**config.mk**
```make
export PLATFORM = sky130hd
export DESIGN_NAME = flash_page_prog
export DESIGN_NICKNAME = d
export VERILOG_FILES = /design/src/rtl/fpp_pkg.sv /design/src/rtl/fpp_chunk_calc.sv /design/src/rtl/fpp_poll_guard.sv /design/src/rtl/fpp_ctrl.sv /design/src/rtl/flash_page_prog.sv
export SDC_FILE = /design/constraint.sdc
export NUM_CORES = 1
export LEC_CHECK = 0
export BUFFER_PORTS_ARGS = -buffer_cell sky130_fd_sc_hd__buf_2
export CAP_MARGIN = 25
export CORE_MARGIN = 1
export CORE_UTILIZATION = 25
export CTS_BUF_LIST = sky130_fd_sc_hd__clkbuf_16
export CTS_CLUSTER_SIZE = 40
export DETAILED_ROUTE_END_ITERATION = 10
export GPL_TIMING_DRIVEN = 0
export PLACE_DENSITY = 0.53
export SYNTH_ARGS = -nofsm -noshare
export SYNTH_HDL_FRONTEND = slang
export SYNTH_HIERARCHICAL = 1
export SYNTH_SLANG_ARGS = --single-unit
```
**constraint.sdc**
```tcl
create_clock -name clk -period 3.35 [get_ports clk]
set_input_delay 0.67 -clock clk [delete_from_list [all_inputs] [get_ports clk]]
set_output_delay 0.67 -clock clk [all_outputs]
set_load 0.01 [all_outputs]
```
**src/rtl/fpp_pkg.sv**
```systemverilog
// Shared constants and the sequencer state type for the page program splitter.
package fpp_pkg;
    localparam logic [7:0] OPC_STATUS = 8'h05;   // status read opcode
    localparam logic [7:0] OPC_WEN    = 8'h06;   // write enable opcode
    localparam logic [7:0] OPC_PROG   = 8'h02;   // page program opcode
    localparam logic [7:0] OPC_FILL   = 8'h00;   // filler byte during a status read
    localparam int         BUSY_BIT   = 0;       // busy flag position in the status byte

    typedef enum logic [3:0] {
        ST_IDLE,
        ST_POLL_OP,
        ST_POLL_RD,
        ST_WREN,
        ST_PP_OP,
        ST_PP_A2,
        ST_PP_A1,
        ST_PP_A0,
        ST_PP_DATA,
        ST_GAP,
        ST_FIN
    } fpp_state_e;
endpackage

```
**src/rtl/fpp_chunk_calc.sv**
```systemverilog
// Works out the length of the next program chunk: the room left in the
// current page or the bytes still to send, whichever is smaller.
// Assumes LEN_W >= PAGE_W + 1.
module fpp_chunk_calc #(
    parameter int PAGE_W = 8,
    parameter int LEN_W  = 16
) (
    input  logic [PAGE_W-1:0] page_off,
    input  logic [LEN_W-1:0]  remain,
    output logic [PAGE_W:0]   chunk_len
);
    localparam logic [PAGE_W:0] PAGE_BYTES = {1'b1, {PAGE_W{1'b0}}};

    logic [PAGE_W:0] room;

    // Pick the smaller of page room and remaining count.
    always_comb begin
        room = PAGE_BYTES - {1'b0, page_off};
        if (remain < LEN_W'(room)) begin
            chunk_len = remain[PAGE_W:0];
        end else begin
            chunk_len = room;
        end
    end
endmodule

```
**src/rtl/fpp_poll_guard.sv**
```systemverilog
// Counts busy status reads in the current wait. It flags the read that
// would be the LIMIT-th busy read in a row. Assumes LIMIT >= 1.
module fpp_poll_guard #(
    parameter int LIMIT = 64
) (
    input  logic clk,
    input  logic rst_n,
    input  logic clr,
    input  logic inc,
    output logic expired
);
    localparam int CW = $clog2(LIMIT + 1);

    logic [CW-1:0] cnt_q;

    // Busy read counter, cleared for each new wait.
    always_ff @(posedge clk) begin
        if (!rst_n) begin
            cnt_q <= '0;
        end else if (clr) begin
            cnt_q <= '0;
        end else if (inc) begin
            cnt_q <= cnt_q + 1'b1;
        end
    end

    assign expired = (cnt_q == CW'(LIMIT - 1));
endmodule

```
**src/rtl/fpp_ctrl.sv**
```systemverilog
// Frame sequencer. For each chunk it runs a status wait, a write enable
// and one program frame, and it closes chip select for one cycle between
// frames. Assumes ADDR_W <= 24 and a serializer that moves one byte on
// each cycle with spi_req and spi_ack both high.
module fpp_ctrl
    import fpp_pkg::*;
#(
    parameter int          ADDR_W    = 24,
    parameter int          LEN_W     = 16,
    parameter int          PAGE_W    = 8,
    parameter int unsigned DEV_BYTES = 32'h0010_0000
) (
    input  logic              clk,
    input  logic              rst_n,
    input  logic              start,
    input  logic [ADDR_W-1:0] start_addr,
    input  logic [LEN_W-1:0]  start_len,
    output logic              busy,
    output logic              done,
    output logic              err_range,
    output logic              err_timeout,
    output logic [LEN_W-1:0]  bytes_written,
    input  logic              in_valid,
    input  logic [7:0]        in_data,
    output logic              in_ready,
    output logic              spi_cs_n,
    output logic              spi_req,
    output logic [7:0]        spi_tx,
    input  logic              spi_ack,
    input  logic [7:0]        spi_rx,
    input  logic [PAGE_W:0]   chunk_len,
    output logic [PAGE_W-1:0] page_off,
    output logic [LEN_W-1:0]  remain,
    output logic              poll_clr,
    output logic              poll_inc,
    input  logic              poll_expired
);
    localparam logic [32:0] DEV_LIM = 33'(DEV_BYTES);

    fpp_state_e        state_q, gap_next_q;
    logic [ADDR_W-1:0] addr_q;
    logic [LEN_W-1:0]  remain_q;
    logic [PAGE_W:0]   chunk_q;
    logic [LEN_W-1:0]  count_q;
    logic              pend_q;
    logic [7:0]        data_q;
    logic              err_range_q, err_tmo_q;

    logic              in_frame, fire, dev_busy, accept;
    logic [23:0]       addr24;
    logic [32:0]       end_sum;
    logic [6:0]        rx_unused;

    assign addr24    = 24'(addr_q);
    assign end_sum   = 33'(start_addr) + 33'(start_len);
    assign dev_busy  = spi_rx[BUSY_BIT];
    assign rx_unused = spi_rx[7:1];

    // Decode frame membership, byte request and input readiness from state.
    always_comb begin
        in_frame = (state_q == ST_POLL_OP) || (state_q == ST_POLL_RD) ||
                   (state_q == ST_WREN)    || (state_q == ST_PP_OP)   ||
                   (state_q == ST_PP_A2)   || (state_q == ST_PP_A1)   ||
                   (state_q == ST_PP_A0)   || (state_q == ST_PP_DATA);
        spi_req  = (state_q == ST_PP_DATA) ? pend_q : in_frame;
        in_ready = (state_q == ST_PP_DATA) && !pend_q;
    end

    // Select the byte to shift out for the current state.
    always_comb begin
        unique case (state_q)
            ST_POLL_OP: spi_tx = OPC_STATUS;
            ST_POLL_RD: spi_tx = OPC_FILL;
            ST_WREN:    spi_tx = OPC_WEN;
            ST_PP_OP:   spi_tx = OPC_PROG;
            ST_PP_A2:   spi_tx = addr24[23:16];
            ST_PP_A1:   spi_tx = addr24[15:8];
            ST_PP_A0:   spi_tx = addr24[7:0];
            ST_PP_DATA: spi_tx = data_q;
            default:    spi_tx = 8'h00;
        endcase
    end

    assign fire     = spi_req && spi_ack;
    assign accept   = in_valid && in_ready;
    assign spi_cs_n = !in_frame;
    assign poll_inc = (state_q == ST_POLL_RD) && fire && dev_busy;
    assign poll_clr = ((state_q == ST_IDLE) && start) ||
                      ((state_q == ST_POLL_RD) && fire && !dev_busy);

    // Main sequencer: request intake, frame stepping and chunk bookkeeping.
    always_ff @(posedge clk) begin
        if (!rst_n) begin
            state_q     <= ST_IDLE;
            gap_next_q  <= ST_IDLE;
            addr_q      <= '0;
            remain_q    <= '0;
            chunk_q     <= '0;
            count_q     <= '0;
            pend_q      <= 1'b0;
            data_q      <= '0;
            err_range_q <= 1'b0;
            err_tmo_q   <= 1'b0;
        end else begin
            unique case (state_q)
                ST_IDLE: begin
                    if (start) begin
                        err_range_q <= 1'b0;
                        err_tmo_q   <= 1'b0;
                        count_q     <= '0;
                        addr_q      <= start_addr;
                        remain_q    <= start_len;
                        if (start_len == '0) begin
                            state_q <= ST_FIN;
                        end else if (end_sum > DEV_LIM) begin
                            err_range_q <= 1'b1;
                            state_q     <= ST_FIN;
                        end else begin
                            state_q <= ST_POLL_OP;
                        end
                    end
                end
                ST_POLL_OP: if (fire) state_q <= ST_POLL_RD;
                ST_POLL_RD: begin
                    if (fire) begin
                        state_q <= ST_GAP;
                        if (!dev_busy) begin
                            gap_next_q <= ST_WREN;
                        end else if (poll_expired) begin
                            err_tmo_q  <= 1'b1;
                            gap_next_q <= ST_FIN;
                        end else begin
                            gap_next_q <= ST_POLL_OP;
                        end
                    end
                end
                ST_WREN: begin
                    if (fire) begin
                        chunk_q    <= chunk_len;
                        gap_next_q <= ST_PP_OP;
                        state_q    <= ST_GAP;
                    end
                end
                ST_PP_OP: if (fire) state_q <= ST_PP_A2;
                ST_PP_A2: if (fire) state_q <= ST_PP_A1;
                ST_PP_A1: if (fire) state_q <= ST_PP_A0;
                ST_PP_A0: if (fire) state_q <= ST_PP_DATA;
                ST_PP_DATA: begin
                    if (accept) begin
                        data_q <= in_data;
                        pend_q <= 1'b1;
                    end
                    if (fire) begin
                        pend_q   <= 1'b0;
                        addr_q   <= addr_q + 1'b1;
                        remain_q <= remain_q - 1'b1;
                        chunk_q  <= chunk_q - 1'b1;
                        count_q  <= count_q + 1'b1;
                        if (chunk_q == (PAGE_W+1)'(1)) begin
                            state_q    <= ST_GAP;
                            gap_next_q <= (remain_q == LEN_W'(1)) ? ST_FIN : ST_POLL_OP;
                        end
                    end
                end
                ST_GAP: state_q <= gap_next_q;
                ST_FIN: state_q <= ST_IDLE;
                default: state_q <= ST_IDLE;
            endcase
        end
    end

    assign busy          = (state_q != ST_IDLE);
    assign done          = (state_q == ST_FIN);
    assign err_range     = err_range_q;
    assign err_timeout   = err_tmo_q;
    assign bytes_written = count_q;
    assign page_off      = addr_q[PAGE_W-1:0];
    assign remain        = remain_q;
endmodule

```
**src/rtl/flash_page_prog.sv**
```systemverilog
// Top of the page program splitter. It connects the frame sequencer, the
// chunk length calculator and the status poll guard. Page size is
// 2**PAGE_W bytes; the device holds DEV_BYTES bytes.
module flash_page_prog #(
    parameter int          ADDR_W     = 24,
    parameter int          LEN_W      = 16,
    parameter int          PAGE_W     = 8,
    parameter int unsigned DEV_BYTES  = 32'h0010_0000,
    parameter int          POLL_LIMIT = 64
) (
    input  logic              clk,
    input  logic              rst_n,
    input  logic              start,
    input  logic [ADDR_W-1:0] start_addr,
    input  logic [LEN_W-1:0]  start_len,
    output logic              busy,
    output logic              done,
    output logic              err_range,
    output logic              err_timeout,
    output logic [LEN_W-1:0]  bytes_written,
    input  logic              in_valid,
    input  logic [7:0]        in_data,
    output logic              in_ready,
    output logic              spi_cs_n,
    output logic              spi_req,
    output logic [7:0]        spi_tx,
    input  logic              spi_ack,
    input  logic [7:0]        spi_rx
);
    logic [PAGE_W:0]   chunk_len;
    logic [PAGE_W-1:0] page_off;
    logic [LEN_W-1:0]  remain;
    logic              poll_clr, poll_inc, poll_expired;

    fpp_ctrl #(
        .ADDR_W(ADDR_W), .LEN_W(LEN_W), .PAGE_W(PAGE_W), .DEV_BYTES(DEV_BYTES)
    ) u_ctrl (
        .clk(clk), .rst_n(rst_n), .start(start), .start_addr(start_addr),
        .start_len(start_len), .busy(busy), .done(done), .err_range(err_range),
        .err_timeout(err_timeout), .bytes_written(bytes_written),
        .in_valid(in_valid), .in_data(in_data), .in_ready(in_ready),
        .spi_cs_n(spi_cs_n), .spi_req(spi_req), .spi_tx(spi_tx),
        .spi_ack(spi_ack), .spi_rx(spi_rx), .chunk_len(chunk_len),
        .page_off(page_off), .remain(remain), .poll_clr(poll_clr),
        .poll_inc(poll_inc), .poll_expired(poll_expired)
    );

    fpp_chunk_calc #(.PAGE_W(PAGE_W), .LEN_W(LEN_W)) u_chunk (
        .page_off(page_off), .remain(remain), .chunk_len(chunk_len)
    );

    fpp_poll_guard #(.LIMIT(POLL_LIMIT)) u_guard (
        .clk(clk), .rst_n(rst_n), .clr(poll_clr), .inc(poll_inc),
        .expired(poll_expired)
    );
endmodule

```
# Yosys cells after proc, flatten, opt, wreduce, memory -nomap -nowiden

Index checks and enable logic that the tools add are counted.

Bits in registers: 91
Latch bits: 0
Memory bits (writable): 0
Memory bits (read-only): 0
Output and inout bits: 31
Word-level logic and storage cells: 127
Memories: 0

$add $sub $neg: 7
$mul: 0
Div/mod/pow operators: 0
Order comparisons: 2
Equality and inequality tests: 26
Shift-type cells: 0
Muxes and demuxes: 44
Bitwise logic cells: 1
Reductions and logical operators: 36

Operators by type and width:

| cell                                                                              | count |
|---|---|
| 4-bit 2-to-1 mux                                                                  | 18 |
| 16-bit 2-to-1 mux                                                                 | 4 |
| 16-bit case mux with 2 select lines                                               | 2 |
| 8-bit case mux with 7 select lines                                                | 1 |
| 24-bit 2-to-1 mux                                                                 | 2 |
| 24-bit case mux with 2 select lines                                               | 1 |
| 4-bit case mux with 9 select lines                                                | 1 |
| 33-bit by 21-bit greater-than comparator with 1-bit output, second input constant | 1 |
| 9-bit 2-to-1 mux                                                                  | 3 |
| 24-bit by 16-bit adder with 25-bit output                                         | 1 |
| 24-bit by 1-bit adder with 24-bit output, second input constant                   | 1 |
| 2-bit by 1-bit inequality test with 1-bit output, second input constant           | 9 |
| 9-bit case mux with 2 select lines                                                | 1 |
| 16-bit by 1-bit adder with 16-bit output, second input constant                   | 1 |
| 16-bit by 1-bit equality test with 1-bit output, second input constant            | 1 |
| 4-bit by 3-bit equality test with 1-bit output, second input constant             | 4 |
| 16-bit logical NOT                                                                | 1 |
| 16-bit by 9-bit < comparator with 1-bit output                                    | 1 |
| 16-bit by 1-bit subtractor with 16-bit output, second input constant              | 1 |
| 4-bit equality test, second input constant                                        | 3 |
| 4-bit case mux with 3 select lines                                                | 1 |
| 5-bit AND reduction                                                               | 2 |
| 9-bit by 1-bit equality test with 1-bit output, second input constant             | 1 |
| 1-bit 2-to-1 mux                                                                  | 9 |
| other kinds (20)                                                                  | 46 |

# Depth between registers and ports, before layout

Depth after elaboration: 14
Mapped depth: 17
Depth with buffers taken out: 15

# Cells and area by module

Netlist, hierarchy kept.

By module, submodules not included:

| module         | instances | cells an instance | area each (sq um) | seq. area each (sq um) |
|---|---|---|---|---|
| fpp_ctrl       | 1         | 841               | 6085.8            | 1681.6 |
| fpp_chunk_calc | 1         | 57                | 445.4             | 0.0 |
| fpp_poll_guard | 1         | 33                | 306.5             | 140.1 |

# Worst setup path after synthesis

Ideal clock, no wire load.

Path type: input to register
Start: input start_addr[0]
End: register u_ctrl.state_q[0]
Setup time: 0.060 ns
Data arrival time: 3.588 ns
Slack: -0.297 ns
Stages: 11
Path buffers: 0
Cell sequence: ha_1 > fa_1 > a211oi_1 > o21ai_0 > nor3_1 > a21oi_1 > a2111o_1 > nor4_2 > or4b_4 > a2111oi_4 > a22o_1

Word-level cells in the longest chain between the ends: 6

Ends and longest elaborated chain:

| item                                                       | RTL line              | source |
|---|---|---|
| start: declaration                                         | flash_page_prog.sv:14 | `input logic [ADDR_W-1:0] start_addr,` |
| 24-bit by 16-bit adder with 25-bit output                  | fpp_ctrl.sv:55        | `assign end_sum = 33'(start_addr) + 33'(start_len);` |
| 33-bit by 21-bit greater-than comparator with 1-bit output | fpp_ctrl.sv:115       | `end else if (end_sum > DEV_LIM) begin` |
| 4-bit 2-to-1 mux                                           | fpp_ctrl.sv:115       |  |
| 4-bit 2-to-1 mux                                           | fpp_ctrl.sv:113       | `if (start_len == '0) begin` |
| 4-bit 2-to-1 mux                                           | fpp_ctrl.sv:107       | `if (start) begin` |
| 4-bit case mux with 9 select lines                         | fpp_ctrl.sv:105       | `unique case (state_q)` |
| end signal: assignment                                     | fpp_ctrl.sv:165       | `ST_GAP: state_q <= gap_next_q;` |
| end: declaration                                           | fpp_ctrl.sv:40        | `fpp_state_e state_q, gap_next_q;` |

No other way between the ends. The select of a mux whose other input is x is not followed.
A chain may end at the register's enable or synchronous reset.

# Final worst setup path

Start: input start_addr[1]
End: register u_ctrl.state_q[0]

The elaborated chain is that of the path after synthesis.

==> reports/qor.yml <==
status:
  status: "finished with violations"
  violations: "negative setup slack"
synthesis:
  yosysWarnings: 6
  syn_inst: 931
  synth_nets: 1025
  synth_area_per_cell_um2: 7.345
  synth_xor_area_frac: 0.04099
  synthArstFlopShare: 0
  synth-main-ff-cell: "dfxtp_1"
  muxShareOfSynthArea: 0.03403
  ys_ff_latch: 91
  synth_compound_area_frac: 0.2774
  ys_seq_area_frac: 0.2664
  synth-simple-area-share: 0.2659
  synth_top_family_by_area: "compound AO/OA/AOI/OAI gates"
  synth_fa_ha_area_frac: 0.06148
  synth_area_um2: 6838
  synth_cell_types: 69
  synth_edf_count: 0
min_path:
  hold_class: "flip-flop to flip-flop"
power_and_ir_drop:
  finalPower_mw: 6.039
  max-vdd-ir-drop_uv: 348.7
  powerDensity_nw_per_um2: 723.1
  leakage_nw: 3.179
final_layout:
  area_growth_pct: 22.14
  regArea_um2: 1839
  multi_input_area_um2: 4868
  final_nets: 1125
  num-fill-cells: 2957
  finish.utilization: 0.3108
  drive_gt1_frac: 0.1863
  diodes: 0
sta:
  fmax_mhz: 289.9
  period_minus_slack_ns: 3.449
  post-route-period-util: 1.030
  rsz0062_at_grt: "true"
  slew_violations: 0
  skew_ns: 0.01083
  worst_slew_pin_slew_ns: 1.032
  finalWorstSetupSlack_ns: -0.09905
  max-slew-margin-rel: 0.3097
  fin_setup_tns_ns: -0.3339
  setup_violations: 4
  holdWs_ns: 0.4697
  hold_viol_final: 0
clock_tree:
  cts_max_level: 3
  insertion_delay_ns: 0.36
  cts_tree: "yes"
  cts.reportedPaths.clkPinSlew_ns: 0.08
  root_buffer: "clkbuf_16"
  cts_hold_buf: 0
  cts_buffer_depth: 2
  cts_sinks: 91
  cts-buffers-inserted: 9
grt:
  grt-busiest-layer: "met2"
  use_met2: 0.2984
  grt_max_degree: 20
  grt_pass1_wl_mm: 41.61
  grt_pass1_vias: 7130
  met1_usage: 0.2693
  grt_overflow_total: 0
  grt_usage: 0.1931
  met3_usage: 0.03403
  antenna_found_initial: 0
floorplan:
  rows: 60
  dieArea_um2: 28020
  die_h_um: 167.4
  core_um2: 26880
  die_w_um: 167.4
  start_util: 0.2544
  ios: 92
place:
  port_buffers: 82
  pre_cts_ws_ns: -0.7530
  dp_hpwl_mm: 20.67
  globalplace.congestion: 0.9409
setup_path:
  cp-end-kind: "flip-flop"
  crit_arrival_ns: 3.75
  cp-start-kind: "input port"
  worst-path-max-fanout: 4
  critPathKind: "input port to flip-flop"
  crit_required_ns: 3.66
run:
  drv_cap: 0
routing:
  firstDrtPassIters: 6
  vias_per_cell: 5.508
  routedWlPerCell_um: 19.76
  drt_iter0_markers: 853
  vias: 7584
  wl_mm: 27.21
  drcViolationCount: 0
  ant_nets: 0
-- cell type report --
cell class	instances	share of cell area
buffer	54	0.02951
clock buffer	9	0.02697
tap	341	0.05109
inverter	23	0.01094
multi-input combinational	752	0.5829
timing repair buffer	100	0.06772
sequential	91	0.2202
clock inverter	7	0.01064
-- cell usage in the layout (no fill, tap or decap), drive strengths merged, types with 16 or more instances in the layout --
master / Yosys / layout
nand3: 31 / 31
a31oi: 17 / 17
nor2b: 22 / 22
and2: 21 / 21
clkbuf: 50 / 52
ha: 32 / 32
and3: 16 / 16
nand4: 17 / 17
inv: 22 / 27
buf: 15 / 111
o21ai: 89 / 89
nor2: 103 / 103
xor2: 22 / 22
nor3: 21 / 21
nand2: 88 / 88
a21oi: 78 / 78
a21boi: 16 / 16
dfxtp: 91 / 91
mux2i: 18 / 18
-- worst paths after layout --
path,start,endpoint,slack (ns),cells past startpoint
setup / recovery,start_addr[1],u_ctrl/state_q[0],-0.1,12
hold / removal,u_ctrl/err_range,u_ctrl/err_range,0.47,2
setup reg to reg,u_ctrl/addr24[0],u_ctrl/chunk_q[5],0.11,16
hold reg to reg,u_ctrl/err_range,u_ctrl/err_range,0.47,2
-- timing repair --
item / CTS / global route
pin swaps: 24 / 10
endpoints found under the setup margin: 26 / 45
setup buffers: 15 / 2
gates cloned: 1 / 0
resized for setup: 61 / 15
-- sequential cells by signal (all words and copies together), names as in the netlist --
register / count
u_ctrl/addr24: 24
u_ctrl/err_timeout: 1
u_ctrl/remain: 16
u_ctrl/pend_q: 1
u_guard/cnt_q: 7
u_ctrl/chunk_q: 9
u_ctrl/state_q: 4
u_ctrl/bytes_written: 16
u_ctrl/err_range: 1
u_ctrl/gap_next_q: 4
u_ctrl/data_q: 8
-- critical path, stage by stage --
cell and delay (ns):
buf_4 0.14, ha_1 0.28, a21o_1 0.19, nand4_1 0.18, a21oi_2 0.09, or3_1 0.37
a2111o_1 0.49, nor4_2 0.14, or4b_4 0.50, a2111oi_4 0.34, buf_4 0.20, a22o_1 0.14
-- logic make-up after synthesis --
family,Yosys count
flip-flops,91
buffers and inverters,88
multiplexers,22
adder cells (fa/ha/maj),33
XOR/XNOR,32
AO/OA/AOI/OAI,297
AND/OR/NAND/NOR,368
-- synthesized netlist by cell type, types with 4 or more instances --
| master | instances | area share |
|---|---|---|
| a21o_1 | 4 | 0.0044 |
| and3_1 | 16 | 0.015 |
| and2_1 | 21 | 0.019 |
| xnor2_1 | 10 | 0.013 |
| a21boi_0 | 16 | 0.018 |
| a22oi_1 | 12 | 0.013 |
| clkbuf_1 | 50 | 0.027 |
| nor3b_1 | 5 | 0.0055 |
| nand4_1 | 16 | 0.015 |
| o21a_1 | 6 | 0.0066 |
| ha_1 | 32 | 0.059 |
| a21oi_1 | 76 | 0.056 |
| nor3_1 | 19 | 0.014 |
| nand2_1 | 88 | 0.048 |
| nor2_1 | 103 | 0.057 |
| or3_1 | 10 | 0.0091 |
| o22ai_1 | 7 | 0.0064 |
| o21ai_0 | 88 | 0.064 |
| o221a_2 | 9 | 0.015 |
| nand2b_1 | 7 | 0.0064 |
| a31oi_1 | 17 | 0.016 |
| o31ai_1 | 13 | 0.014 |
| mux2i_1 | 18 | 0.026 |
| xor2_1 | 22 | 0.028 |
| dfxtp_1 | 91 | 0.27 |
| buf_4 | 9 | 0.0099 |
| nor2b_1 | 22 | 0.020 |
| o211ai_1 | 12 | 0.013 |
| a211oi_1 | 6 | 0.0066 |
| nor4_1 | 13 | 0.012 |
| nand3_1 | 31 | 0.023 |
| inv_1 | 22 | 0.012 |
-- metrics by stage --
stage | instances | area [um^2]
floorplan | 931 | 6870
global placement | 1354 | 7707
detailed placement | 1354 | 7707
CTS | 1379 | 8308
global route | 1377 | 8352
finish | 1377 | 8352
-- per-layer routing --
metal  vias up  part of all wire
met1      3629              0.46
met2       331              0.44
met4         0             0.022
met5         -                 0
li1       3578                 -
met3        46             0.078
-- power breakdown --
part	switching (mW)	leakage, nW	total [mW]	internal (mW)
logic	2.04	2.28	3.35	1.31
registers	0.290	0.745	1.57	1.28
clock network	0.514	0.152	1.11	0.601
total	2.85	3.18	6.04	3.19
(Power assumes the default switching activity.)
